--- src/rtl/shift_pkg.sv ---
package shift_pkg;
  typedef enum logic [1:0] {
    WB_NONE = 2'b00,
    WB_ACC  = 2'b01,
    WB_IDX  = 2'b10,
    WB_MEM  = 2'b11
  } wb_sel_e;

  localparam logic [7:0] OP_ASR_ACC = 8'h47;
  localparam logic [7:0] OP_ASR_IDX = 8'h57;
  localparam logic [7:0] OP_ASL_IX  = 8'h78;
  localparam logic [7:0] OP_ASR_IX  = 8'h77;
  localparam logic [7:0] OP_ASL_OFS = 8'h68;
  localparam logic [7:0] OP_ASR_OFS = 8'h67;
  localparam logic [7:0] OP_ASR_DIR = 8'h37;
endpackage

--- src/rtl/shift_decode.sv ---
module shift_decode
  import shift_pkg::*;
#(
  parameter int CYC_W   = 3,
  parameter int LAT_INH = 1,
  parameter int LAT_IX  = 4,
  parameter int LAT_OFS = 5,
  parameter int LAT_SPR = 6,
  parameter int LAT_DIR = 5
) (
  input  logic [7:0]       opcode_i,
  input  logic             prefix_i,
  output logic             legal_o,
  output logic             left_o,
  output wb_sel_e          tgt_o,
  output logic [CYC_W-1:0] cycles_o
);
  always_comb begin
    legal_o  = 1'b1;
    left_o   = 1'b0;
    tgt_o    = WB_MEM;
    cycles_o = '0;
    if (prefix_i) begin
      unique case (opcode_i)
        OP_ASL_OFS: begin left_o = 1'b1; cycles_o = CYC_W'(LAT_SPR); end
        OP_ASR_OFS: cycles_o = CYC_W'(LAT_SPR);
        default: begin legal_o = 1'b0; tgt_o = WB_NONE; end
      endcase
    end else begin
      unique case (opcode_i)
        OP_ASR_ACC: begin tgt_o = WB_ACC; cycles_o = CYC_W'(LAT_INH); end
        OP_ASR_IDX: begin tgt_o = WB_IDX; cycles_o = CYC_W'(LAT_INH); end
        OP_ASL_IX:  begin left_o = 1'b1; cycles_o = CYC_W'(LAT_IX); end
        OP_ASR_IX:  cycles_o = CYC_W'(LAT_IX);
        OP_ASL_OFS: begin left_o = 1'b1; cycles_o = CYC_W'(LAT_OFS); end
        OP_ASR_OFS: cycles_o = CYC_W'(LAT_OFS);
        OP_ASR_DIR: cycles_o = CYC_W'(LAT_DIR);
        default: begin legal_o = 1'b0; tgt_o = WB_NONE; end
      endcase
    end
  end
endmodule

--- src/rtl/shift_alu.sv ---
module shift_alu #(
  parameter int DATA_W = 8
) (
  input  logic [DATA_W-1:0] operand_i,
  input  logic              left_i,
  output logic [DATA_W-1:0] result_o,
  output logic              carry_o,
  output logic              neg_o,
  output logic              zero_o,
  output logic              ovf_o
);
  localparam int MSB = DATA_W - 1;

  always_comb begin
    if (left_i) begin
      result_o = {operand_i[MSB-1:0], 1'b0};
      carry_o  = operand_i[MSB];
    end else begin
      result_o = {operand_i[MSB], operand_i[MSB:1]};
      carry_o  = operand_i[0];
    end
    neg_o  = result_o[MSB];
    zero_o = ~|result_o;
    ovf_o  = neg_o ^ carry_o;
  end
endmodule

--- src/rtl/shift_seq.sv ---
module shift_seq #(
  parameter int CYC_W = 3
) (
  input  logic             clk_i,
  input  logic             rst_ni,
  input  logic             start_i,
  input  logic             legal_i,
  input  logic [CYC_W-1:0] cycles_i,
  output logic             accept_o,
  output logic             busy_o,
  output logic             done_o
);
  logic [CYC_W-1:0] cnt_q;

  assign accept_o = start_i && legal_i && (cnt_q == '0);
  assign busy_o   = (cnt_q != '0);
  assign done_o   = (cnt_q == CYC_W'(1));

  always_ff @(posedge clk_i or negedge rst_ni) begin
    if (!rst_ni)       cnt_q <= '0;
    else if (accept_o) cnt_q <= cycles_i;
    else if (busy_o)   cnt_q <= cnt_q - CYC_W'(1);
  end

  p_done_pulse_r10: assert property (@(posedge clk_i) disable iff (!rst_ni)
    done_o |=> !done_o);
  p_done_in_busy_r10: assert property (@(posedge clk_i) disable iff (!rst_ni)
    done_o |-> busy_o);
  p_busy_hold_r10: assert property (@(posedge clk_i) disable iff (!rst_ni)
    (busy_o && !done_o) |=> busy_o);
  p_load_r10: assert property (@(posedge clk_i) disable iff (!rst_ni)
    accept_o |=> busy_o && (cnt_q == $past(cycles_i)));
endmodule

--- src/rtl/shift_exec_unit.sv ---
module shift_exec_unit
  import shift_pkg::*;
#(
  parameter int DATA_W  = 8,
  parameter int LAT_INH = 1,
  parameter int LAT_IX  = 4,
  parameter int LAT_OFS = 5,
  parameter int LAT_SPR = 6,
  parameter int LAT_DIR = 5,
  localparam int LAT_MAX = (LAT_SPR > LAT_OFS) ? LAT_SPR : LAT_OFS,
  localparam int CYC_W   = $clog2(LAT_MAX + 1)
) (
  input  logic              clk_i,
  input  logic              rst_ni,
  input  logic              start_i,
  input  logic [7:0]        opcode_i,
  input  logic              prefix_i,
  input  logic [DATA_W-1:0] acc_i,
  input  logic [DATA_W-1:0] idx_i,
  input  logic [DATA_W-1:0] mem_i,
  output logic [DATA_W-1:0] result_o,
  output logic              carry_o,
  output logic              neg_o,
  output logic              zero_o,
  output logic              ovf_o,
  output logic [1:0]        wb_sel_o,
  output logic [CYC_W-1:0]  cycles_o,
  output logic              busy_o,
  output logic              done_o
);
  localparam int MSB = DATA_W - 1;

  logic             legal, left, accept;
  wb_sel_e          tgt;
  logic [CYC_W-1:0] dec_cycles;
  logic [DATA_W-1:0] operand, alu_res;
  logic             alu_c, alu_n, alu_z, alu_v;

  shift_decode #(
    .CYC_W(CYC_W), .LAT_INH(LAT_INH), .LAT_IX(LAT_IX),
    .LAT_OFS(LAT_OFS), .LAT_SPR(LAT_SPR), .LAT_DIR(LAT_DIR)
  ) u_decode (
    .opcode_i (opcode_i),
    .prefix_i (prefix_i),
    .legal_o  (legal),
    .left_o   (left),
    .tgt_o    (tgt),
    .cycles_o (dec_cycles)
  );

  // operand source follows write-back target
  always_comb begin
    unique case (tgt)
      WB_ACC:  operand = acc_i;
      WB_IDX:  operand = idx_i;
      default: operand = mem_i;
    endcase
  end

  shift_alu #(.DATA_W(DATA_W)) u_alu (
    .operand_i (operand),
    .left_i    (left),
    .result_o  (alu_res),
    .carry_o   (alu_c),
    .neg_o     (alu_n),
    .zero_o    (alu_z),
    .ovf_o     (alu_v)
  );

  shift_seq #(.CYC_W(CYC_W)) u_seq (
    .clk_i    (clk_i),
    .rst_ni   (rst_ni),
    .start_i  (start_i),
    .legal_i  (legal),
    .cycles_i (dec_cycles),
    .accept_o (accept),
    .busy_o   (busy_o),
    .done_o   (done_o)
  );

  always_ff @(posedge clk_i or negedge rst_ni) begin
    if (!rst_ni) begin
      result_o <= '0;
      carry_o  <= 1'b0;
      neg_o    <= 1'b0;
      zero_o   <= 1'b0;
      ovf_o    <= 1'b0;
      wb_sel_o <= WB_NONE;
      cycles_o <= '0;
    end else if (accept) begin
      result_o <= alu_res;
      carry_o  <= alu_c;
      neg_o    <= alu_n;
      zero_o   <= alu_z;
      ovf_o    <= alu_v;
      wb_sel_o <= tgt;
      cycles_o <= dec_cycles;
    end
  end

  p_asl_r1: assert property (@(posedge clk_i) disable iff (!rst_ni)
    (accept && left) |=> (result_o[0] == 1'b0) && (carry_o == $past(operand[MSB])));
  p_asr_r2: assert property (@(posedge clk_i) disable iff (!rst_ni)
    (accept && !left) |=> (result_o[MSB] == $past(operand[MSB])) && (carry_o == $past(operand[0])));
  p_flags_r3: assert property (@(posedge clk_i) disable iff (!rst_ni)
    busy_o |-> (zero_o == (result_o == '0)) && (neg_o == result_o[MSB]));
  p_ovf_r4: assert property (@(posedge clk_i) disable iff (!rst_ni)
    busy_o |-> (ovf_o == (neg_o ^ carry_o)));
  p_hold_r11: assert property (@(posedge clk_i) disable iff (!rst_ni)
    busy_o |=> $stable(result_o) && $stable(wb_sel_o) && $stable(cycles_o));
  p_illegal_r12: assert property (@(posedge clk_i) disable iff (!rst_ni)
    (!busy_o && start_i && !legal) |=> !busy_o && $stable(result_o));
endmodule

--- config.mk ---
export PLATFORM = sky130hd
export DESIGN_NAME = shift_exec_unit
export DESIGN_NICKNAME = d
export VERILOG_FILES = /design/src/rtl/shift_pkg.sv /design/src/rtl/shift_decode.sv /design/src/rtl/shift_alu.sv /design/src/rtl/shift_seq.sv /design/src/rtl/shift_exec_unit.sv
export SDC_FILE = /design/constraint.sdc
export NUM_CORES = 1
export LEC_CHECK = 0
export ABC_AREA = 1
export BUFFER_PORTS_ARGS = -buffer_cell sky130_fd_sc_hd__buf_2
export CAP_MARGIN = 5
export CORE_MARGIN = 5
export CORE_UTILIZATION = 52
export CTS_CLUSTER_SIZE = 28
export DETAILED_ROUTE_END_ITERATION = 7
export GPL_ROUTABILITY_DRIVEN = 0
export HOLD_SLACK_MARGIN = 0.15
export PLACE_DENSITY = 0.89
export RECOVER_POWER = 100
export SYNTH_ARGS = -nofsm -noshare
export SYNTH_HDL_FRONTEND = slang
export SYNTH_SLANG_ARGS = --single-unit
--- constraint.sdc ---
create_clock -name clk_i -period 3.5 [get_ports clk_i]
set_input_delay 0.175 -clock clk_i [delete_from_list [all_inputs] [get_ports clk_i]]
set_output_delay 0.175 -clock clk_i [all_outputs]
set_load 0.005 [all_outputs]
Yosys cells after proc, flatten, opt, wreduce, memory -nomap -nowiden. Cells that the tools add are included.

Bits in registers: 20. Bits of input ports: 36. Output and inout bits: 19. Word-level logic and storage cells: 51.

Add/subtract/negate cells: 1. Eq/ne operators: 10. Multiplexer cells: 17. Bitwise logic cells: 1. Reduce and logical (&&, ||, !) cells: 14.

Operators with widths (count): 8-bit by 7-bit == test with 1-bit output (second input constant) (6); 8-bit one-hot mux with 2 select lines (1); 3-bit 2-to-1 mux (4); 3-bit one-hot mux with 3 select lines (1); 8-bit by 6-bit == test with 1-bit output (second input constant) (1); 8-bit 2-to-1 mux (1); 2-bit OR reduction (4); 8-bit OR reduction (1); 1-bit 2-to-1 mux (7); 7-bit OR reduction (1); 2-bit one-hot mux with 3 select lines (1); 5-bit OR reduction (1); 2-bit 2-to-1 mux (2); 3-bit by 1-bit == test with 1-bit output (second input constant) (1); 3-bit logical NOT (1); 3-bit nonzero test (1); 3-bit OR reduction (1); 3-bit by 1-bit subtractor with 3-bit output (second input constant) (1); 2-bit by 1-bit == test with 1-bit output (second input constant) (1); 2-bit == test (second input constant) (1); 1-bit logical AND (2); 2-bit nonzero test (1); 1-bit logical NOT (1); 1-bit XOR (1).

Logic depth before layout (Yosys ltp). Gate-level depths: netlist (run 1).

Word-level depth: 9. Gate-level depth with buffers: 21. Depth with buffers taken out: 20.

Hierarchy. A second synthesis (run 1) with hierarchy kept.

Cell total of the unflattened synthesis: 237. Area, all modules: 1575.3 sq um.

Modules (own cells, without submodules): shift_exec_unit (instances 1, cells an instance 126, area each 980.9 sq um, sequential area each 425.4 sq um); shift_seq (instances 1, cells an instance 33, area each 237.7 sq um, sequential area each 75.1 sq um); shift_alu (instances 1, cells an instance 36, area each 178.9 sq um, sequential area each 0.0 sq um); shift_decode (instances 1, cells an instance 42, area each 177.7 sq um, sequential area each 0.0 sq um).

Worst setup path before layout (run 1). No wires, ideal clock.

Path kind: input port to flip-flop. From: input opcode_i[7]. To: register zero_o. Library setup time: 65 ps. Arrival time: 2062 ps. Data required time: 3435 ps. Path slack: 1373 ps. Stages: 18. Path buffers: 1. Cell sequence: inv_2 -> nand2_2 -> nor2_1 -> nand2_1 -> nand2_1 -> nor2_1 -> a31oi_1 -> inv_1 -> ha_1 -> inv_1 -> buf_6 -> o21ai_0 -> nand2_1 -> o21ai_1 -> nand2_1 -> nor2_1 -> nand3_1 -> nand2_1.

Longest elaborated chain between the ends: 9. Elaborated cells on any way between the ends: 28. Classes of those cells: eq/ne (9); mux (11); reduce/logical (8).

Ends and longest elaborated chain: start: declaration (RTL line shift_exec_unit.sv:16) `input logic [7:0] opcode_i,`; 8-bit by 7-bit == test with 1-bit output (tied with other cells) (RTL line shift_decode.sv:30) `unique case (opcode_i)`; 5-bit OR reduction (no line) or 2-bit OR reduction (tied branches); 2-bit one-hot mux with 3 select lines or 2-bit 2-to-1 mux (tied branches) (RTL line shift_decode.sv:30, shift_decode.sv:24); 2-bit 2-to-1 mux (*) (RTL line shift_decode.sv:23) `if (prefix_i) begin`; named net tgt[0] (RTL line shift_exec_unit.sv:34) `wb_sel_e tgt;`; 2-bit == test or 2-bit by 1-bit == test with 1-bit output (tied branches) (RTL line shift_exec_unit.sv:53) `unique case (tgt)`; 8-bit one-hot mux with 2 select lines (*) (RTL line shift_exec_unit.sv:53); 8-bit 2-to-1 mux (*) (RTL line shift_alu.sv:15) `if (left_i) begin`; 8-bit OR reduction (*) (RTL line shift_alu.sv:23) `zero_o = ~|result_o;`; 1-bit logical NOT (*) (RTL line shift_alu.sv:23); end signal: assignment (RTL line shift_exec_unit.sv:94) `zero_o <= alu_z;`; end: declaration (RTL line shift_exec_unit.sv:24) `output logic zero_o,`.

The timed path passes the listed nets; every way through them passes the cells marked *. A chain may end at the register's enable or synchronous reset.

Worst setup path in the final report (run 1).
From: register u_seq.cnt_q[0]. To: register zero_o.

Longest elaborated chain between the ends: 2.

Ends and longest elaborated chain: start: declaration (RTL line shift_seq.sv:13) `logic [CYC_W-1:0] cnt_q;`; start signal: assignment (RTL line shift_seq.sv:21) `else if (accept_o) cnt_q <= cycles_i;`; start signal: assignment (RTL line shift_seq.sv:22) `else if (busy_o) cnt_q <= cnt_q - CYC_W'(1);`; 3-bit logical NOT (RTL line shift_seq.sv:15) `assign accept_o = start_i && legal_i && (cnt_q == '0);`; 1-bit logical AND (RTL line shift_seq.sv:15).

Every way passes these cells.

==> run metrics, run 1 <==
number of synthesized register bits 19; CP arrival 2690 ps; Max H-tree Level 1; pwr dens 367 nW/um^2; CTS max path bufs 2; pin count of the biggest net entering global routing 28; ant diodes 0; Post-Route WL 3.21 mm; Tot Pwr 0.618 mW; mapped cell area 1440 um^2; Slew @ Worst Pin 979 ps; Num CTS Buffers 3; Rows 19; M2 GR Usage 28.2%; Final ANT Viol Nets 0; Worst setup SP type flip-flop; Syn. warnings 0; crit path kind flip-flop to flip-flop; final setup fails 0; clock sink count 19; DR iter-0 viols 48; Fill cells 284; sequential-to-total area share from yosys stat 33.1%; Avg Inst Size Synth 6.44 um^2; post_cts resized 0; first drt pass iteration count 5; commonest non-fill, non-tap cell in the layout nand2_1; Synth Instances 223; met3 global-route usage 2.52%; Worst R2R Setup Slack 1050 ps; DP HPWL 2.61 mm; Fin. Hold Viols 0; wire per inst 10.5 um; Hold Startpoint prefix_i; design area 1680 um^2; Max-cap violations 0; Leak 1.01 nW; I/O Pins 55; # Post-CTS Setup Buffers 0; CTS tree built; max-slew violations 0; status completed; met1 Usage GRT 20.4%; clk slew on worst S/H paths 100 ps; post-synthesis cell type count 24; Worst-Skew Late Latency 300 ps; Sequential Area 475 um^2; Worst Hold Class primary input to flip-flop; worst hold path endpoint cycles_o[0]$_DFFE_PN0P_; Setup crit end kind flip-flop; CP Max Fanout 27; RSZ-0062 raised after global routing false; sequence of cells on the critical path inv_1, ha_1, inv_1, nor2_1, nand3_1, inv_1, nand3_1, nand2_1; port buffer count 54; total negative slack 0 ps; r2r worst-path depth 8; vias in the first global route 1365; final worst path period need 2450 ps; Top cell by count, worst path inv_1; final worst path period share 70.1%; Placeable Area 2710 um^2; CP peak stage delay 700 ps; gr usage total 16.3%; gr busiest metal met2; critical path required time 3740 ps; Multi-input gate area 773 um^2; Mapped Nets 264; Max Fclk 0.407 GHz; total global routing overflow 0; Slew Limit Headroom 34.7%; clock skew 5.29 ps; initial antenna violation count 0; global-route wire length before repair 5.44 mm; DR vias/cell 4.73; die width 62.6 um; placed cell areas 1690 um^2; starting density of the core 53.0%; layout cell share with drive strength beyond 1 19.6%; FF-to-FF End zero_o$_DFFE_PN0P_; FF-to-FF Start u_seq.cnt_q[0]$_DFFE_PN0P_; hold depth 4; DIE HEIGHT 62.6 um; P&R area growth vs syn 17.1%; via count 1451; DRC 0; commonest cells after routing, fill and taps aside 100 x nand2_1, 42 x buf_2, 24 x inv_1; CTS root buf clkbuf_4; die area 3910 um^2; post-layout net count 318; VDD IR max 0.000330 V; Crit-path slowest cell nand3_1
## worst max path at each step
stage | from | slack (ps) | end
2_1_floorplan | opcode_i[7] | 1370 | zero_o$_DFFE_PN0P_
3_3_place_gp | opcode_i[3] | 1030 | zero_o$_DFFE_PN0P_
3_5_place_dp | opcode_i[7] | 910 | zero_o$_DFFE_PN0P_
4_1_cts | opcode_i[7] | 1210 | zero_o$_DFFE_PN0P_
5_1_grt | u_seq.cnt_q[0]$_DFFE_PN0P_ | 700 | wb_sel_o[0]$_DFFE_PN0P_
6_report | u_seq.cnt_q[0]$_DFFE_PN0P_ | 1050 | zero_o$_DFFE_PN0P_
## cells by family after synthesis
| family | Yosys count | synth area share, % |
|---|---|---|
| compound gates | 28 | 11.6 |
| xor+xnor | 2 | 1.22 |
| fa+ha+maj | 5 | 4.36 |
| buf+inv | 33 | 10.7 |
| flops | 19 | 33.1 |
| simple gates | 136 | 39.0 |
## synth_stat cells
cell type   n  area [um^2]
nand2_1    99          372
inv_1      23         86.3
nor2_1     23         86.3
dfrtp_1    19          475
a21oi_1     9         45.0
nand3_1     6         30.0
o21ai_0     6         30.0
o21ai_2     6         52.6
ha_1        5         62.6
o21ai_1     5         25.0
buf_6       3         33.8
inv_2       3         11.3
nor2_2      3         18.8
nand2_2     2         12.5
nand3_4     2         35.0
a21boi_0    1         7.51
a31oi_1     1         6.26
buf_2       1         5.00
buf_4       1         7.51
clkbuf_2    1         5.00
clkinv_2    1         5.00
nand4_1     1         6.26
xnor2_1     1         8.76
xor2_1      1         8.76
## flip-flops by register name, indices dropped and copies added, names as in the netlist
signal	cells
ovf_o	1
zero_o	1
carry_o	1
cycles_o	3
u_seq.cnt_q	3
result_o	8
wb_sel_o	2
## worst max-delay path: cells and delay by family (launching register included)
family        cells  cell delay [ps]
simple gates      4             1200
buf+inv           3              640
flops             1              420
fa+ha+maj         1              150
## layout make-up
cell class | instances | share of cell area (%)
tap | 31 | 2.31
clock buffer | 4 | 1.56
sequential | 19 | 28.3
inverter | 27 | 6.10
timing repair buffer | 55 | 15.8
multi-input combinational | 171 | 46.0
## timing repair
item / CTS / global route
endpoints found under the hold margin: 19 / 0
hold buffers: 1 / 0
endpoints found under the setup margin: 0 / 0
## per-stage QoR
stage	util, %	setup WS [ps]	hold slack [ps]	cells
4_1_cts	63.9	1210	187	307
3_3_place_gp	62.5	1030	125	302
5_1_grt	62.0	700	208	307
2_1_floorplan	-	1370	-121	223
6_report	62.0	1050	187	307
3_5_place_dp	62.5	912	134	302
## layer usage
metal	wire (um)	part of all wire, %	vias to the layer above
li1	-	-	788
met1	1490	46	622
met2	1470	46	37
met3	201	6.3	4
met4	46	1.4	0
met5	0	0	-
## report_power, final
group	internal [mW]	leakage (nW)	total (mW)	switching, mW
Combinational	0.0982	0.735	0.234	0.136
Clock	0.0444	0.0150	0.110	0.0653
Sequential	0.252	0.258	0.274	0.0211
Power figures use the tool's default switching activity.
==> run 2, diff against run 1 <==
--- a/config.mk
+++ b/config.mk
@@ -9,12 +9,12 @@
 export BUFFER_PORTS_ARGS = -buffer_cell sky130_fd_sc_hd__buf_2
 export CAP_MARGIN = 5
 export CORE_MARGIN = 5
-export CORE_UTILIZATION = 52
+export CORE_UTILIZATION = 44
 export CTS_CLUSTER_SIZE = 28
 export DETAILED_ROUTE_END_ITERATION = 7
 export GPL_ROUTABILITY_DRIVEN = 0
 export HOLD_SLACK_MARGIN = 0.15
-export PLACE_DENSITY = 0.89
+export PLACE_DENSITY = 0.81
 export RECOVER_POWER = 100
 export SYNTH_ARGS = -nofsm -noshare
 export SYNTH_HDL_FRONTEND = slang
==> constraint.sdc (replaced) <==
create_clock -name clk_i -period 2.2 [get_ports clk_i]
set_input_delay 0.11 -clock clk_i [delete_from_list [all_inputs] [get_ports clk_i]]
set_output_delay 0.11 -clock clk_i [all_outputs]
set_load 0.005 [all_outputs]
==> run 2 against run 1 <==
Register-to-register slack worse by 650 ps; sequential share of layout area down 3.2 points; largest power group unchanged; via count up 3.1%; critical path depth up 10; highest routed layer unchanged; wire length up 0.84%; sequential power up 58%.
==> run metrics, run 2 (same netlist as run 1, synthesis figures left out) <==
status completed; port buffer count 54 (unchanged); layout cell share with drive strength beyond 1 28.8% (+9.2 points); CTS tree built; Combinational Power Share 41.5% (+3.6 points); Post-Route WL 3.24 mm (+0.84%); placed cell areas 1830 um^2 (+8.1%); sequence of cells on the critical path buf_2, inv_1, nand2_1, nor2_1, nand2_1, nand2_1, nor2_2, a31oi_1, inv_1, ha_1, buf_4, a21oi_2, a21oi_2, nand2_1, nand2_1, buf_4, nand2_1, nand2_1; starting density of the core 46.3% (-6.7 points); crit path kind primary input to flip-flop; DP HPWL 2.68 mm (+2.6%); CP arrival 2100 ps (-590 ps); Slew @ Worst Pin 985 ps (+6.50 ps); ant diodes 0 (unchanged); CP peak stage delay 340 ps (-360 ps); total global routing overflow 0 (unchanged); pwr dens 542 nW/um^2 (+47%); Worst Hold Class primary input to flip-flop; RSZ-0062 raised after global routing false; VDD IR max 0.000208 V (-37%); max-slew violations 0 (unchanged); design area 1900 um^2 (+13%); commonest cells after routing, fill and taps aside 99 x nand2_1, 42 x buf_2, 22 x inv_1, 22 x nor2_1, 19 x dfrtp_1; Clock power frac 16.3% (-1.5 points); DP Cell Count 331 (+9.6%); Worst-Skew Late Latency 290 ps (about the same); Largest regs result_o x8, cycles_o x3, u_seq.cnt_q x3; DR iter-0 viols 94 (+96%); clock skew 2.92 ps (-2.37 ps); Top cell by count, worst path nand2_1; P&R area growth vs syn 32.1%; CTS root buf clkbuf_4; vias in the first global route 1384 (+1.4%); DIE HEIGHT 67.1 um (+7.3%); CP Max Fanout 4 (-85%); clk slew on worst S/H paths 100 ps (about the same); CTS max path bufs 2 (unchanged); I/O Pins 55 (unchanged); DRC 0 (unchanged); Rows 20 (+1); Max H-tree Level 1 (unchanged); die area 4510 um^2 (+15%); Largest Register result_o; final worst path period need 1920 ps; sequential share of power 42.2% (-2.1 points); critical path required time 2390 ps (-1350 ps); Worst setup SP type primary input; gr usage total 15.5% (-0.82 points); Leak 1.11 nW (+9.8%); Max-cap violations 0 (unchanged); Final ANT Viol Nets 0 (unchanged); first drt pass iteration count 4 (-1); final worst path period share 87.2%; die width 67.1 um (+7.3%); clock sink count 19 (unchanged); Placeable Area 3100 um^2 (+14%); Pint 0.668 mW (+69%); final setup fails 0 (unchanged); initial antenna violation count 0 (unchanged); Setup crit end kind flip-flop; Fin. Hold Viols 0 (unchanged); wire per inst 9.56 um (-8.7%); Tot Pwr 1.03 mW (+66%); switch share 35.0% (-1.1 points); via count 1496 (+3.1%); Num CTS Buffers 3 (unchanged); commonest non-fill, non-tap cell in the layout nand2_1; post-layout net count 337 (+6.0%); final hold slack 257 ps (+70.2 ps); Fill cells 319 (+12%); DR vias/cell 4.41 (-6.6%); pin count of the biggest net entering global routing 28 (unchanged); Slew Limit Headroom 34.3% (-0.43 points); global-route wire length before repair 5.57 mm (+2.3%); Max Fclk 0.521 GHz; Crit-path slowest cell ha_1; Net Switching 0.359 mW (+61%); fin cells 339 (+10%); number of flip-flops in the largest register 8 (unchanged)
[run 2: changes by cell type in the layout (fill, tap and decap cells not counted), sizes merged]
cell         before  now
clkbuf           16   18
dlygate4sd3       1    3
buf              42   57
[run 2: stage by stage]
step | setup TNS (ps) | utilization (%) | setup WS, ps
after floorplan | 0 | - | 138
after global placement | -174 | 59.0 | -75.4
after detailed placement | -560 | 59.0 | -131
after CTS | 0 | 60.8 | 173
after global routing | 0 | 61.1 | 9.34
final | 0 | 61.1 | 282
[run 2: power by group through the flow]
stage	clock network (mW)	registers [mW]	logic [mW]
after global placement	0	0.439	0.421
after detailed placement	0	0.441	0.428
after floorplan	0	0.438	0.269
after global routing	0.196	0.440	0.503
after CTS	0.174	0.433	0.433
final	0.167	0.434	0.426
[run 2: cell type report]
class                      instances  area, um^2  area share (%)
multi-input combinational        171         825            43.5
tap                               44        55.1            2.90
sequential                        19         475            25.1
timing repair buffer              74         410            21.6
inverter                          27         105            5.54
clock buffer                       4        26.3            1.39
[run 2: per-layer routing]
metal,GRT usage (%),share of wire [%],vias up
li1,-,-,824
met1,21.2,49,625
met2,25.0,44,41
met3,1.50,6.0,6
met4,6.08,1.8,0
met5,0,0,-
[run 2: worst paths after layout]
path	startpoint	end	slack (ps)	depth (start not counted)
setup / recovery	opcode_i[4]	result_o[7]$_DFFE_PN0P_	280	18
hold / removal	prefix_i	cycles_o[1]$_DFFE_PN0P_	260	5
setup reg to reg	u_seq.cnt_q[0]$_DFFE_PN0P_	zero_o$_DFFE_PN0P_	400	9
hold reg to reg	result_o[6]$_DFFE_PN0P_	result_o[6]$_DFFE_PN0P_	480	2
max in group asynchronous	rst_ni	result_o[0]$_DFFE_PN0P_	1120	2
min in group asynchronous	rst_ni	u_seq.cnt_q[2]$_DFFE_PN0P_	490	2
[run 2: critical path: cells and delay by family]
kind	cells	cell delay [ps]
adder cells (fa/ha/maj)	1	340
AND/OR/NAND/NOR	9	730
AO/OA/AOI/OAI	3	370
buffers and inverters	5	560
[run 2: what timing repair did]
action / in CTS / in global routing
setup buffers: 0 / 1
hold buffers: 3 / 0
gates resized for setup: 0 / 10
endpoints found under the setup margin: 0 / 10
endpoints found under the hold margin: 21 / 0
==> run 3, diff against run 2 <==
--- a/config.mk
+++ b/config.mk
@@ -5,16 +5,17 @@
 export SDC_FILE = /design/constraint.sdc
 export NUM_CORES = 1
 export LEC_CHECK = 0
-export ABC_AREA = 1
+export ABC_AREA = 0
 export BUFFER_PORTS_ARGS = -buffer_cell sky130_fd_sc_hd__buf_2
 export CAP_MARGIN = 5
 export CORE_MARGIN = 5
-export CORE_UTILIZATION = 44
+export CORE_UTILIZATION = 43
+export CTS_CLUSTER_DIAMETER = 200
 export CTS_CLUSTER_SIZE = 28
 export DETAILED_ROUTE_END_ITERATION = 7
 export GPL_ROUTABILITY_DRIVEN = 0
 export HOLD_SLACK_MARGIN = 0.15
-export PLACE_DENSITY = 0.81
+export PLACE_DENSITY = 0.8
 export RECOVER_POWER = 100
 export SYNTH_ARGS = -nofsm -noshare
 export SYNTH_HDL_FRONTEND = slang
==> run 3 against run 2 <==
Synthesized area down 4.8%; sequential power rose by 5.8%; utilization increased by 4.9 points.
==> run metrics, run 3 <==
status completed; DR vias/cell 5.17 (+17%); Syn. warnings 0 (unchanged); synth top area cells dfrtp_1 35%, o21ai_1 5.5%, a22oi_1 4.9%, ha_1 4.6%, mux2i_1 4.4%; sequential-to-total area share from yosys stat 34.8% (+1.7 points); clock sink count 19 (unchanged); Yosys top cell area share 34.8% (+1.7 points); CP Max Fanout 6 (+2); final worst path period need 2090 ps (+172 ps); Leak 0.935 nW (-15%); FF-to-FF End result_o[2]$_DFFE_PN0P_; final worst path period share 95.0% (+7.8 points); mapped cell area 1370 um^2 (-4.8%); switch share 33.6% (-1.4 points); wire per inst 13.3 um (+40%); RSZ-0062 raised after global routing false; Fin. Hold Viols 0 (unchanged); design area 2010 um^2 (+6.2%); Max Fclk 0.478 GHz (-8.2%); Largest Register result_o; Max-cap violations 0 (unchanged); Crit-path slowest cell dfrtp_1; Worst setup SP type flip-flop; commonest non-fill, non-tap cell in the layout buf_2; final setup fails 0 (unchanged); Combinational Power Share 38.9% (-2.6 points); vias in the first global route 1331 (-3.8%); Pint 0.694 mW (+3.9%); sequential share of power 44.0% (+1.8 points); total negative slack 0 ps (unchanged); hold depth 4 (-1); clock skew 13.4 ps (+10.5 ps); first drt pass iteration count 4 (unchanged); Tot Pwr 1.04 mW (+1.6%); met1 Usage GRT 24.0% (+2.8 points); critical path required time 2410 ps (+20 ps); fin util 66.0% (+4.9 points); Fill cells 287 (-10%); Slew Limit Headroom 33.6% (-0.70 points); largest area contributor in the netlist dfrtp_1; Post-Route WL 3.67 mm (+13%); I/O Pins 55 (unchanged); CTS max path bufs 2 (unchanged); crit path kind flip-flop to flip-flop; Avg Inst Size Synth 9.12 um^2 (+42%); count leader, synth dfrtp_1; Worst Hold Class primary input to flip-flop; ys flop type dfrtp_1; M2 GR Usage 28.0% (+3.0 points); Worst-Skew Late Latency 310 ps (+20 ps); post-layout net count 273 (-19%); Setup crit end kind flip-flop; asr flop ratio synth 100% (unchanged); DRC 0 (unchanged); Sequential Area 475 um^2 (unchanged); global-route wire length before repair 6.10 mm (+9.5%); pwr dens 518 nW/um^2 (-4.3%); DP HPWL 3.02 mm (+13%); CTS tree built; post-synthesis cell type count 46 (+92%); cell family with most CP delay simple AND/OR/NAND/NOR gates; Mapped Nets 191 (-28%); sequence of cells on the critical path inv_1, ha_1, nor2b_1, inv_2, or2_2, nor2_1, buf_4, mux2_2; Multi-input gate area 911 um^2 (+10%); FF-to-FF Start u_seq.cnt_q[0]$_DFFE_PN0P_; starting density of the core 44.8% (-1.5 points); Largest regs result_o x8, cycles_o x3, u_seq.cnt_q x3; Rows 20 (unchanged); clk slew on worst S/H paths 120 ps (+20 ps); Net Switching 0.350 mW (-2.5%); Slew @ Worst Pin 996 ps (+10.5 ps); commonest cells after routing, fill and taps aside 44 x buf_2, 25 x buf_4, 19 x dfrtp_1; final hold slack 149 ps (-108 ps); Placeable Area 3050 um^2 (-1.6%); layout cell share with drive strength beyond 1 47.2% (+18 points); max-slew violations 0 (unchanged); WP buf/inv 3 (-2); gr usage total 17.9% (+2.4 points); Synth Instances 150 (-33%); Max H-tree Level 1 (unchanged); ant diodes 0 (unchanged); Final ANT Viol Nets 0 (unchanged); P&R area growth vs syn 47.3%; EDFF count, synth 0 (unchanged); number of synthesized register bits 19 (unchanged); die area 4410 um^2 (-2.2%); CP peak stage delay 420 ps (+80 ps); DIE HEIGHT 66.4 um (-1.1%); placed cell areas 1930 um^2 (+5.3%); CTS root buf clkbuf_4; VDD IR max 0.000238 V (+14%); worst hold path endpoint zero_o$_DFFE_PN0P_; port buffer count 54 (unchanged); gr busiest metal met2; initial antenna violation count 0 (unchanged); pin count of the biggest net entering global routing 20 (-29%); met3 global-route usage 2.04% (+0.54 points); Num CTS Buffers 3 (unchanged); Hold Startpoint mem_i[4]; die width 66.4 um (-1.1%); r2r worst-path depth 8 (-1); DR iter-0 viols 63 (-33%); total global routing overflow 0 (unchanged); Synth top cells by count 19 x dfrtp_1, 15 x o21ai_1, 12 x nor2_1; CP arrival 2300 ps (+200 ps); Worst R2R Setup Slack 110 ps (-290 ps); number of flip-flops in the largest register 8 (unchanged); via count 1421 (-5.0%); Clock power frac 17.2% (+0.9 points)
-- run 3: changes by cell type in the layout (fill, tap and decap cells not counted), moves of 5 or more --
cell     change
o21ai_1      +7
mux2i_1      +6
nor2_1      -12
inv_1       -15
nand3_1      -5
o21ai_2      -5
buf_4       +10
a22oi_1      +7
mux2_2       +5
nand2_1     -92
-- run 3: worst max path at each step --
stage                                    start                       to  slack [ps]  cells after the start
floorplan                          opcode_i[2]        ovf_o$_DFFE_PN0P_        -100                     11
global placement                   opcode_i[2]  result_o[3]$_DFFE_PN0P_        -350                     12
detailed placement                 opcode_i[2]  result_o[3]$_DFFE_PN0P_        -390                     12
CTS                                opcode_i[2]       zero_o$_DFFE_PN0P_           9                     11
global route                       opcode_i[2]  result_o[3]$_DFFE_PN0P_          10                     12
finish              u_seq.cnt_q[0]$_DFFE_PN0P_  result_o[2]$_DFFE_PN0P_         110                      8
-- run 3: worst reg2reg max path, delay by kind of cell (launching register included) --
family	cells	cell delay, ps
AND/OR/NAND/NOR	3	710
multiplexers	1	340
flip-flops	1	420
buffers and inverters	3	370
adder cells (fa/ha/maj)	1	160
-- run 3: area by class of cell --
type,instances,share of cell area [%]
Multi-Input combinational cell,114,45.2
Timing Repair Buffer,86,25.6
Sequential cell,19,23.6
Tap cell,44,2.73
Inverter,8,1.49
Clock buffer,3,1.12
Clock inverter,1,0.248
-- run 3: logic make-up (layout without fill, tap and decap cells) --
group / Yosys count / after routing / synth area share (%)
compound gates: 54 / 54 / 25.3
xor+xnor: 2 / 2 / 1.28
flops: 19 / 19 / 34.8
fa+ha+maj: 5 / 5 / 4.57
mux: 14 / 14 / 11.0
buf+inv: 17 / 98 / 5.58
simple gates: 39 / 39 / 17.6
-- run 3: what timing repair did --
item,4_1_cts,5_1_grt
hold endpoints to repair,20,0
pin swaps,0,2
hold buffers,5,0
endpoints found under the setup margin,6,8
buffers inserted,0,0
resized for setup,2,5
cloned,0,0
-- run 3: layer usage --
metal  part of all wire [%]  wire, um
met1                     43      1580
met5                      0         0
met4                    2.4        89
met3                    5.4       199
met2                     49      1800
-- run 3: per-stage QoR --
step           cells  worst slack, ps
2_1_floorplan    150            -95.4
3_3_place_gp     266             -347
3_5_place_dp     266             -389
4_1_cts          275             9.30
5_1_grt          275             10.3
6_report         275              110
-- run 3: power groups by stage --
stage / registers [mW] / clock network, mW / logic, mW
final: 0.459 / 0.180 / 0.406
after global routing: 0.471 / 0.201 / 0.462
after CTS: 0.460 / 0.182 / 0.419
after detailed placement: 0.467 / 0 / 0.410
after global placement: 0.464 / 0 / 0.392
after floorplan: 0.462 / 0 / 0.228
